--- src/rtl/irq_gate_pkg.sv ---
package irq_gate_pkg;

    typedef enum logic [1:0] {
        CAUSE_NONE = 2'b00,
        CAUSE_EXT  = 2'b01,
        CAUSE_DEC  = 2'b10
    } cause_e;

    typedef struct packed {
        logic   en;
        logic   take;
        cause_e cause;
    } ctl_s;

    localparam ctl_s CTL_RESET = '{en: 1'b0, take: 1'b0, cause: CAUSE_NONE};

endpackage

--- src/rtl/irq_edge_latch.sv ---
module irq_edge_latch (
    input  logic clk,
    input  logic rst,
    input  logic evt,
    input  logic clr,
    output logic pend,
    output logic hit
);
    logic prev_d, prev_q;
    logic flag_d, flag_q;
    logic rise;

    always_comb begin
        rise   = evt & ~prev_q;
        prev_d = evt;
        flag_d = (flag_q & ~clr) | rise;
        hit    = flag_q | rise;
    end

    always_ff @(posedge clk) begin
        if (rst) begin
            prev_q <= 1'b0;
            flag_q <= 1'b0;
        end else begin
            prev_q <= prev_d;
            flag_q <= flag_d;
        end
    end

    assign pend = flag_q;
endmodule

--- src/rtl/irq_select.sv ---
module irq_select
    import irq_gate_pkg::*;
#(
    parameter bit EXT_FIRST = 1'b1
) (
    input  logic   ext_req,
    input  logic   dec_req,
    output cause_e pick
);
    generate
        if (EXT_FIRST) begin : g_ext_first
            always_comb begin
                if (ext_req)      pick = CAUSE_EXT;
                else if (dec_req) pick = CAUSE_DEC;
                else              pick = CAUSE_NONE;
            end
        end else begin : g_dec_first
            always_comb begin
                if (dec_req)      pick = CAUSE_DEC;
                else if (ext_req) pick = CAUSE_EXT;
                else              pick = CAUSE_NONE;
            end
        end
    endgenerate
endmodule

--- src/rtl/irq_gate_ctrl.sv ---
module irq_gate_ctrl
    import irq_gate_pkg::*;
#(
    parameter bit EXT_FIRST = 1'b1
) (
    input  logic       clk,
    input  logic       rst,
    input  logic       dec_evt,
    input  logic       ext_lvl,
    input  logic       stat_wr,
    input  logic       stat_en,
    input  logic       ack,
    output logic [1:0] pend,
    output logic       take_req,
    output logic [1:0] cause
);
    ctl_s   st_d, st_q;
    logic   dec_pend, dec_hit, dec_clr;
    logic   en_next;
    cause_e pick;

    irq_edge_latch u_dec (
        .clk  (clk),
        .rst  (rst),
        .evt  (dec_evt),
        .clr  (dec_clr),
        .pend (dec_pend),
        .hit  (dec_hit)
    );

    irq_select #(.EXT_FIRST(EXT_FIRST)) u_sel (
        .ext_req (ext_lvl),
        .dec_req (dec_hit),
        .pick    (pick)
    );

    always_comb begin
        st_d    = st_q;
        dec_clr = 1'b0;
        en_next = stat_wr ? stat_en : st_q.en;
        if (st_q.take) begin
            if (ack) begin
                st_d.take  = 1'b0;
                st_d.cause = CAUSE_NONE;
                st_d.en    = 1'b0;
                dec_clr    = (st_q.cause == CAUSE_DEC);
            end else begin
                st_d.en = en_next;
            end
        end else begin
            st_d.en = en_next;
            if (en_next && pick != CAUSE_NONE) begin
                st_d.take  = 1'b1;
                st_d.cause = pick;
            end
        end
    end

    always_ff @(posedge clk) begin
        if (rst) st_q <= CTL_RESET;
        else     st_q <= st_d;
    end

    assign pend     = {dec_pend, ext_lvl};
    assign take_req = st_q.take;
    assign cause    = st_q.cause;
endmodule


--- config.mk ---
export PLATFORM = sky130hd
export DESIGN_NAME = irq_gate_ctrl
export DESIGN_NICKNAME = d
export VERILOG_FILES = /design/src/rtl/irq_gate_pkg.sv /design/src/rtl/irq_edge_latch.sv /design/src/rtl/irq_select.sv /design/src/rtl/irq_gate_ctrl.sv
export SDC_FILE = /design/constraint.sdc
export NUM_CORES = 1
export LEC_CHECK = 0
export BUFFER_PORTS_ARGS = -buffer_cell sky130_fd_sc_hd__buf_2
export CORE_AREA = 2 2 39 41
export DETAILED_ROUTE_END_ITERATION = 6
export DIE_AREA = 0 0 41 43
export RECOVER_POWER = 50
export SYNTH_ARGS = -nofsm -noshare
export SYNTH_HDL_FRONTEND = slang
export SYNTH_HIERARCHICAL = 1
export SYNTH_SLANG_ARGS = --single-unit
--- constraint.sdc ---
create_clock -name clk -period 1 [get_ports clk]
set_input_delay 0.05 -clock clk [delete_from_list [all_inputs] [get_ports clk]]
set_output_delay 0.05 -clock clk [all_outputs]
set_load 0.01 [all_outputs]
==> results of run 1 <==
[repair_timing]
action / in CTS / in global routing
resized for setup: 2 / 2
buffers inserted: 0 / 0
endpoints found under the setup margin: 4 / 4
pin swaps: 0 / 0
[cells by family after synthesis]
group | count (synthesis)
AOI/OAI and AO/OA | 8
buffers and inverters | 6
DFF | 6
muxes | 1
and+or+nand+nor | 10
[registers in the layout (all words and copies together) (netlist names)]
signal        count
cause             2
st_q              1
take_req          1
u_dec/pend        1
u_dec/prev_q      1
[per-layer routing]
metal  up-vias  share of wire (%)  track usage [%]
met2         5                 51             9.69
met1       121                 45             10.0
met3         0                4.0                0
met5         -                  0                0
met4         0                  0             6.00
li1        127                  -                -
[final cells by class]
cell class	count	area, sq um	area share, %
flip-flops and latches	6	125	30.9
clock buffers	3	22.5	5.56
well taps	16	20.0	4.94
inverters	1	3.75	0.926
repair buffers	13	68.8	17.0
multi-input cells	19	165	40.7
[worst max path at each step]
| stage | end | slack, ps | cells after the start |
|---|---|---|---|
| after global placement | take_req | -140 | 6 |
| final | cause[1] | -170 | 5 |
| after floorplan | cause[1] | -90 | 5 |
| after global routing | cause[1] | -220 | 5 |
| after detailed placement | take_req | -170 | 6 |
| after CTS | cause[1] | -170 | 5 |
[worst max-delay path: cells and delay by family (launching register included)]
family             cells  cell delay [ps]
AOI/OAI and AO/OA      1              120
DFF                    1              300
and+or+nand+nor        4              680
[power by group]
part / leakage [nW] / switching [mW] / internal [mW]
registers: 0.0504 / 0.0106 / 0.256
clock network: 0.0138 / 0.0827 / 0.135
logic: 0.112 / 0.0488 / 0.0577
total: 0.176 / 0.142 / 0.449
[through the flow]
stage,setup slack [ps],hold slack (ps),TNS [ps]
after floorplan,-95.0,105,-219
after global placement,-136,271,-372
after detailed placement,-170,275,-522
after CTS,-172,22.9,-406
after global routing,-219,39.0,-556
final,-171,33.6,-396
[synthesized netlist by cell type (all sizes together)]
cell	count	share of area [%]
mux2i	1	3.2
or3b	2	5.6
nand2	1	1.2
a2bb2oi	1	2.8
nor2b	2	6.3
a21oi	3	6.0
inv	1	1.2
nand2b	3	11
dfxtp	6	38
o21bai	1	2.4
a211oi	1	2.4
nor2	1	1.2
o211ai	2	4.8
buf	5	12
nor3b	1	2.4
[cells in the final DEF (no fill, tap or decap)]
cell type and count:
buf_2 10, dfxtp_1 4, clkbuf_4 3, or3b_1 2
o211ai_1 2, a21oi_1 2, buf_4 2, nand2b_4 2
nand2_2 1, nor3b_2 1, mux2i_1 1, a211oi_1 1
o21bai_2 1, inv_1 1, a2bb2oi_1 1, nor2_1 1
clkbuf_1 1, dfxtp_4 1, nand2b_1 1, nor2b_1 1
a21oi_2 1, dfxtp_2 1, nor2b_4 1
==> results_dict.tcl, run 1 <==
set metrics [dict create \
    wl_um 527 \
    ctsHtreeMaxLevel 1 \
    grt_usage_pct 7.14 \
    fin_nets 51 \
    ys_seq_area_share_pct 38.1 \
    setup-violations-final 3 \
    wl_per_cell_um 9.09 \
    r2r_slack_ps -170 \
    max_clock_freq_mhz 854 \
    synth_top_family_by_area "simple AND/OR/NAND/NOR gates" \
    critPathKind "reg -> reg" \
    drive_gt1_share_pct 57.1 \
    total_power_uw 591 \
    grt_max_degree 8 \
    crit_slowest_cell "or3b_1" \
    diodes 0 \
    min_delay_path_depth 2 \
    max_cap_viol_count 0 \
    clk_latency_ps 240 \
    crit_required_ps 1170 \
    port_buffers 11 \
    synthesis.area_sq_um 315 \
    die_height_um 43 \
    fin_ws_ps -171 \
    synth-xor-area-share_pct 0 \
    drc 0 \
    place_inst 55 \
    ys_warn_count 6 \
    start_util_pct 22.8 \
    gp_congestion 0.708 \
    r2r_start "u_dec/prev_q" \
    syn-instance-count 31 \
    synth-compound-area-share_pct 18.3 \
    r2r-end "cause[1]" \
    coreArea_sq_mm 0.00138 \
    period_share_pct 117 \
    route.vias.total 253 \
    cts_made_buffers 3 \
    crit_chain "nand2b_4, nand2b_1, nor2b_4, or3b_1, a21oi_1" \
    grt_pass1_vias 217 \
    fill_cells 150 \
    layout.cells.non_filler 58 \
    crit_fanout 2 \
    areaGrowthSynthToFinish_pct 28.6 \
    powerDensity_mw_per_mm2 1460 \
    postPlaceCellArea_sq_um 370 \
    cts.sinks 6 \
    gr-total-overflow 0 \
    clk_path_buf_depth 2 \
    dpl.hpwl_um 440 \
    grt_pass1_wl_um 869 \
    slew_headroom_pct 70.5 \
    netlist-cell-type-count 18 \
    num_rows 14 \
    synthMuxAreaShare_pct 3.17 \
    ir_drop_uv 356 \
    synthSimpleGateAreaFrac_pct 27.4 \
    dr.first_iter.drc_count 2 \
    p_leak_nw 0.176 \
    design_area_sq_um 405 \
    rsz0062_at_grt "true" \
    antenna_found_initial 0 \
    fin_crit_ps 1170 \
    ctsHoldBuffers 0 \
    worstRegToRegCells 5 \
    maxSlewViolCount 0 \
    status "complete, but fails checks" \
    syn_nets 38 \
    utilization_pct 29.3 \
    path_clk_slew_ps 40 \
    die_x_um 41 \
    worstPathArrival_ps 1340 \
    drtPass1Iterations 2 \
    finalClockSkew_ps 0.672 \
    io_pins 12 \
    design.die.area_sq_mm 0.00176 \
    vias_per_cell 4.36 \
    synth.ff_latch_count 6 \
    hold_class "in -> reg" \
    worstHoldEndpoint "st_q[3]" \
    cts_tree "done" \
    synthAdderAreaFrac_pct 0 \
    violations "negative setup slack" \
    antenna_left 0 \
    crit_path_start "u_dec/prev_q" \
    hold_viol_final 0 \
    syn_avg_cell_area_sq_um 10.2 \
    tightestPinTransition_ps 430 \
    cp_slowest_stage_delay_ps 350 \
    holdCritStartpoint "ack" \
    cts_root_buffer "clkbuf_4" \
    cp-end-kind "register" \
    worst_setup_path_start_kind "register" \
]
No activity file was read; power rests on OpenSTA's default activity.
==> inputs of run 2 (changes only) <==
- BUFFER_PORTS_ARGS: -buffer_cell sky130_fd_sc_hd__buf_2 -> -buffer_cell sky130_fd_sc_hd__clkbuf_2
==> results_dict.tcl, run 2 (synthesized netlist as in run 1, its figures left out) <==
set metrics [dict create \
    status "complete, but fails checks" \
    violations "negative setup slack" \
    fin_ws_ps -174 \
    crit_required_ps 1170 \
    port_buffers 11 \
    clk_latency_ps 230 \
    r2r_slack_ps -170 \
    gp_congestion 0.696 \
    p_int_uw 450 \
    io_pins 12 \
    grt_max_degree 8 \
    crit_cells 5 \
    cp_slowest_stage_delay_ps 360 \
    path_clk_slew_ps 40 \
    worstRegToRegCells 5 \
    min_delay_path_depth 2 \
    grt_pass1_wl_um 876 \
    grt_pass1_vias 234 \
    place_inst 55 \
    p_sw_share_pct 23.6 \
    ir_drop_uv 524 \
    p_leak_nw 0.175 \
    final_cell_mix "clkbuf_2 (10), dfxtp_1 (4), clkbuf_4 (3)" \
    crit_end "cause[1]" \
    cts_root_buffer "clkbuf_4" \
    coreArea_sq_mm 0.00138 \
    max_clock_freq_mhz 852 \
    critPathKind "reg -> reg" \
    r2r-end "cause[1]" \
    layout.cells.non_filler 58 \
    crit_chain "nand2b_4, nand2b_1, nor2b_4, or3b_1, a21oi_2" \
    final_common_cell "clkbuf_2" \
    crit_slowest_cell "or3b_1" \
    cp_top_family "simple AND/OR/NAND/NOR gates" \
    antenna_left 0 \
    die_height_um 43 \
    slew_headroom_pct 70.2 \
    wl_per_cell_um 9.00 \
    die_x_um 41 \
    place_ws_ps -170 \
    num_rows 14 \
    fin_crit_ps 1170 \
    largest_reg_flops 2 \
    crit_fanout 2 \
    vias_per_cell 4.10 \
    drtPass1Iterations 2 \
    finalClockSkew_ps 0.437 \
    tightestPinTransition_ps 435 \
    cp-end-kind "register" \
    r2r_start "u_dec/prev_q" \
    powerDensity_mw_per_mm2 1460 \
    cts_tree "done" \
    max_cap_viol_count 0 \
    worst_setup_path_start_kind "register" \
    dpl.hpwl_um 426 \
    ctsHtreeMaxLevel 1 \
    finalSetupTns_ps -408 \
    drc 0 \
    p_switching_uw 139 \
    route.vias.total 238 \
    hold_viol_final 0 \
    hold_class "in -> reg" \
    fin_nets 51 \
    postPlaceCellArea_sq_um 370 \
    areaGrowthSynthToFinish_pct 28.2 \
    design.die.area_sq_mm 0.00176 \
    clkPwrFrac_pct 36.4 \
    power_frac_comb_pct 18.3 \
    grt_usage_pct 7.62 \
    maxSlewViolCount 0 \
    dr.first_iter.drc_count 4 \
    setup-violations-final 3 \
    crit_path_start "u_dec/prev_q" \
    diodes 0 \
    cts_made_buffers 3 \
    antenna_found_initial 0 \
    worstPathArrival_ps 1340 \
    clk_path_buf_depth 2 \
    total_power_uw 589 \
    rsz0062_at_grt "true" \
    cts.sinks 6 \
    wl_um 522 \
    holdCritStartpoint "ack" \
    design_area_sq_um 404 \
    power_frac_seq_pct 45.3 \
    critPathBufInv 0 \
    start_util_pct 22.8 \
    gr-total-overflow 0 \
    period_share_pct 117 \
    drive_gt1_share_pct 57.1 \
]
-- run 2: cell types whose count changed in the layout (fill, tap and decap cells not counted), sizes merged --
cell    change
clkbuf     +10
buf        -10
-- run 2: routing by layer --
metal | vias to the layer above | track usage (%) | wire [um]
met5 | - | 0 | 0
met1 | 107 | 8.33 | 229
met3 | 0 | 3.14 | 27
li1 | 126 | - | -
met4 | 0 | 6.00 | 0
met2 | 5 | 10.9 | 265
-- run 2: how the worst min path moves through the flow --
stage | end | slack, ps
after floorplan | u_dec/pend | 110
final | st_q[3] | 30
after detailed placement | st_q[3] | 280
after global routing | st_q[3] | 40
after CTS | st_q[3] | 40
after global placement | st_q[3] | 280
-- run 2: per-stage QoR --
step,hold slack (ps),utilization (%)
global route,42.9,29.2
CTS,35.5,28.9
floorplan,105,-
detailed placement,282,26.8
finish,30.3,29.2
global placement,276,26.8
-- run 2: layout make-up --
| type | instances | area [sq um] |
|---|---|---|
| Tap cell | 16 | 20.0 |
| Multi-Input combinational cell | 19 | 166 |
| Sequential cell | 6 | 123 |
| Clock buffer | 3 | 22.5 |
| Timing Repair Buffer | 13 | 68.8 |
| Fill cell | 156 | 980 |
| Inverter | 1 | 3.75 |
-- run 2: timing repair --
action / CTS / global route
cloned: 0 / 0
setup endpoints to repair: 3 / 4
setup buffers: 0 / 0
gates resized for setup: 2 / 1
hold buffers: 0 / 0
-- run 2: power by group through the flow --
stage	combinational, mW	sequential (mW)	clock, mW
2_1_floorplan	0.0716	0.272	0
3_3_place_gp	0.102	0.271	0
3_5_place_dp	0.104	0.271	0
4_1_cts	0.109	0.267	0.216
5_1_grt	0.118	0.270	0.235
6_report	0.108	0.267	0.214
==> inputs of run 3 (changes only) <==
- clock period: 1 -> 1.5 ns (I/O delays scaled with it)
==> results_dict.tcl, run 3 (synthesized netlist as in run 1, its figures left out) <==
set metrics [dict create \
    place_ws_ps 315 \
    clkPwrFrac_pct 37.8 \
    port_buffers 11 \
    power_frac_seq_pct 46.5 \
    die_x_um 41 \
    final_cell_mix "dfxtp_1 (6), clkbuf_2 (6), clkbuf_1 (5)" \
    p_switching_uw 92.7 \
    gp_congestion 0.683 \
    route.vias.total 248 \
    finalClockSkew_ps 5.22 \
    max_clock_freq_mhz 827 \
    setup-violations-final 0 \
    crit_required_ps 1670 \
    finalSetupTns_ps 0 \
    antenna_found_initial 0 \
    p_sw_share_pct 24.1 \
    dr.first_iter.drc_count 2 \
    grt_max_degree 8 \
    path_clk_slew_ps 50 \
    ir_drop_uv 293 \
    worst_setup_path_start_kind "register" \
    max_cap_viol_count 0 \
    drtPass1Iterations 4 \
    design.die.area_sq_mm 0.00176 \
    p_leak_nw 0.149 \
    powerDensity_mw_per_mm2 1040 \
    ctsHoldBuffers 0 \
    ctsHtreeMaxLevel 1 \
    largest_reg_flops 2 \
    hold_viol_final 0 \
    cp-end-kind "register" \
    diodes 0 \
    grt_pass1_vias 186 \
    areaGrowthSynthToFinish_pct 17.1 \
    worstPathArrival_ps 1380 \
    grt_usage_pct 6.93 \
    cts-resized-gates 0 \
    die_height_um 43 \
    vias_per_cell 4.43 \
    grt_pass1_wl_um 779 \
    fin_crit_ps 1210 \
    cts.sinks 6 \
    power_frac_comb_pct 15.8 \
    cts_made_buffers 3 \
    gr-total-overflow 0 \
    drive_gt1_share_pct 32.5 \
    cts_setup_buffers 0 \
    status "completed" \
    hold_class "in -> reg" \
    num_rows 14 \
    wl_per_cell_um 9.59 \
    cts_tree "done" \
    antenna_left 0 \
    maxSlewViolCount 0 \
    coreArea_sq_mm 0.00138 \
    rsz0062_at_grt "false" \
    start_util_pct 22.8 \
    clk_path_buf_depth 2 \
    cts_root_buffer "clkbuf_4" \
    fin_nets 49 \
    wl_um 537 \
    fin_ws_ps 290 \
    slew_headroom_pct 69.9 \
    period_share_pct 80.6 \
    clk_latency_ps 240 \
    p_int_uw 291 \
    io_pins 12 \
    critPathKind "reg -> reg" \
    drc 0 \
    crit_fanout 3 \
    tightestPinTransition_ps 440 \
]
-- run 3: changes by cell type in the layout (fill, tap and decap cells not counted), sizes merged --
cell  previous run  this run
buf              2         0
-- run 3: stage by stage --
stage          hold WS (ps)  std cells  total power, mW  cell area, sq um  util, %
2_1_floorplan           137         31            0.228               315        -
5_1_grt                64.0         56            0.407               369     26.7
4_1_cts                50.5         56            0.394               375     27.1
3_3_place_gp            299         53            0.243               353     25.5
3_5_place_dp            300         53            0.244               353     25.5
6_report               56.6         56            0.384               369     26.7
-- run 3: worst max-delay path, cell delays in order (launching register included) --
cell and delay, ps:
dfxtp_1 330, nand2b_1 150, nor2b_4 120, o21bai_1 240, o211ai_1 140, a21oi_1 160
-- run 3: power by group through the flow --
stage                     clock, mW  sequential, mW  combinational, mW
after detailed placement          0           0.182             0.0627
after CTS                     0.152           0.179             0.0638
after global routing          0.161           0.179             0.0665
after floorplan                   0           0.181             0.0476
after global placement            0           0.181             0.0614
final                         0.145           0.178             0.0605
-- run 3: path summary, 6_finish.rpt --
kind / end / depth (start not counted) / slack [ps] / startpoint
setup / recovery: cause[1] / 5 / 290 / u_dec/pend
setup reg to reg: cause[1] / 5 / 290 / u_dec/pend
hold reg to reg: u_dec/pend / 2 / 500 / u_dec/pend
hold / removal: st_q[3] / 2 / 60 / ack
-- run 3: final cells by class --
type                       instances  area (sq um)
clock buffer                       3          22.5
timing repair buffer              11          48.8
tap                               16          20.0
fill                             157          1010
multi-input combinational         19           154
inverter                           1          3.75
sequential                         6           120
-- run 3: layer usage --
| layer | routed length (um) | GRT usage [%] | up-vias |
|---|---|---|---|
| li1 | - | - | 124 |
| met1 | 221 | 7.42 | 115 |
| met2 | 271 | 9.69 | 7 |
| met3 | 29 | 3.14 | 2 |
| met4 | 14 | 6.00 | 0 |
| met5 | 0 | 0 | - |
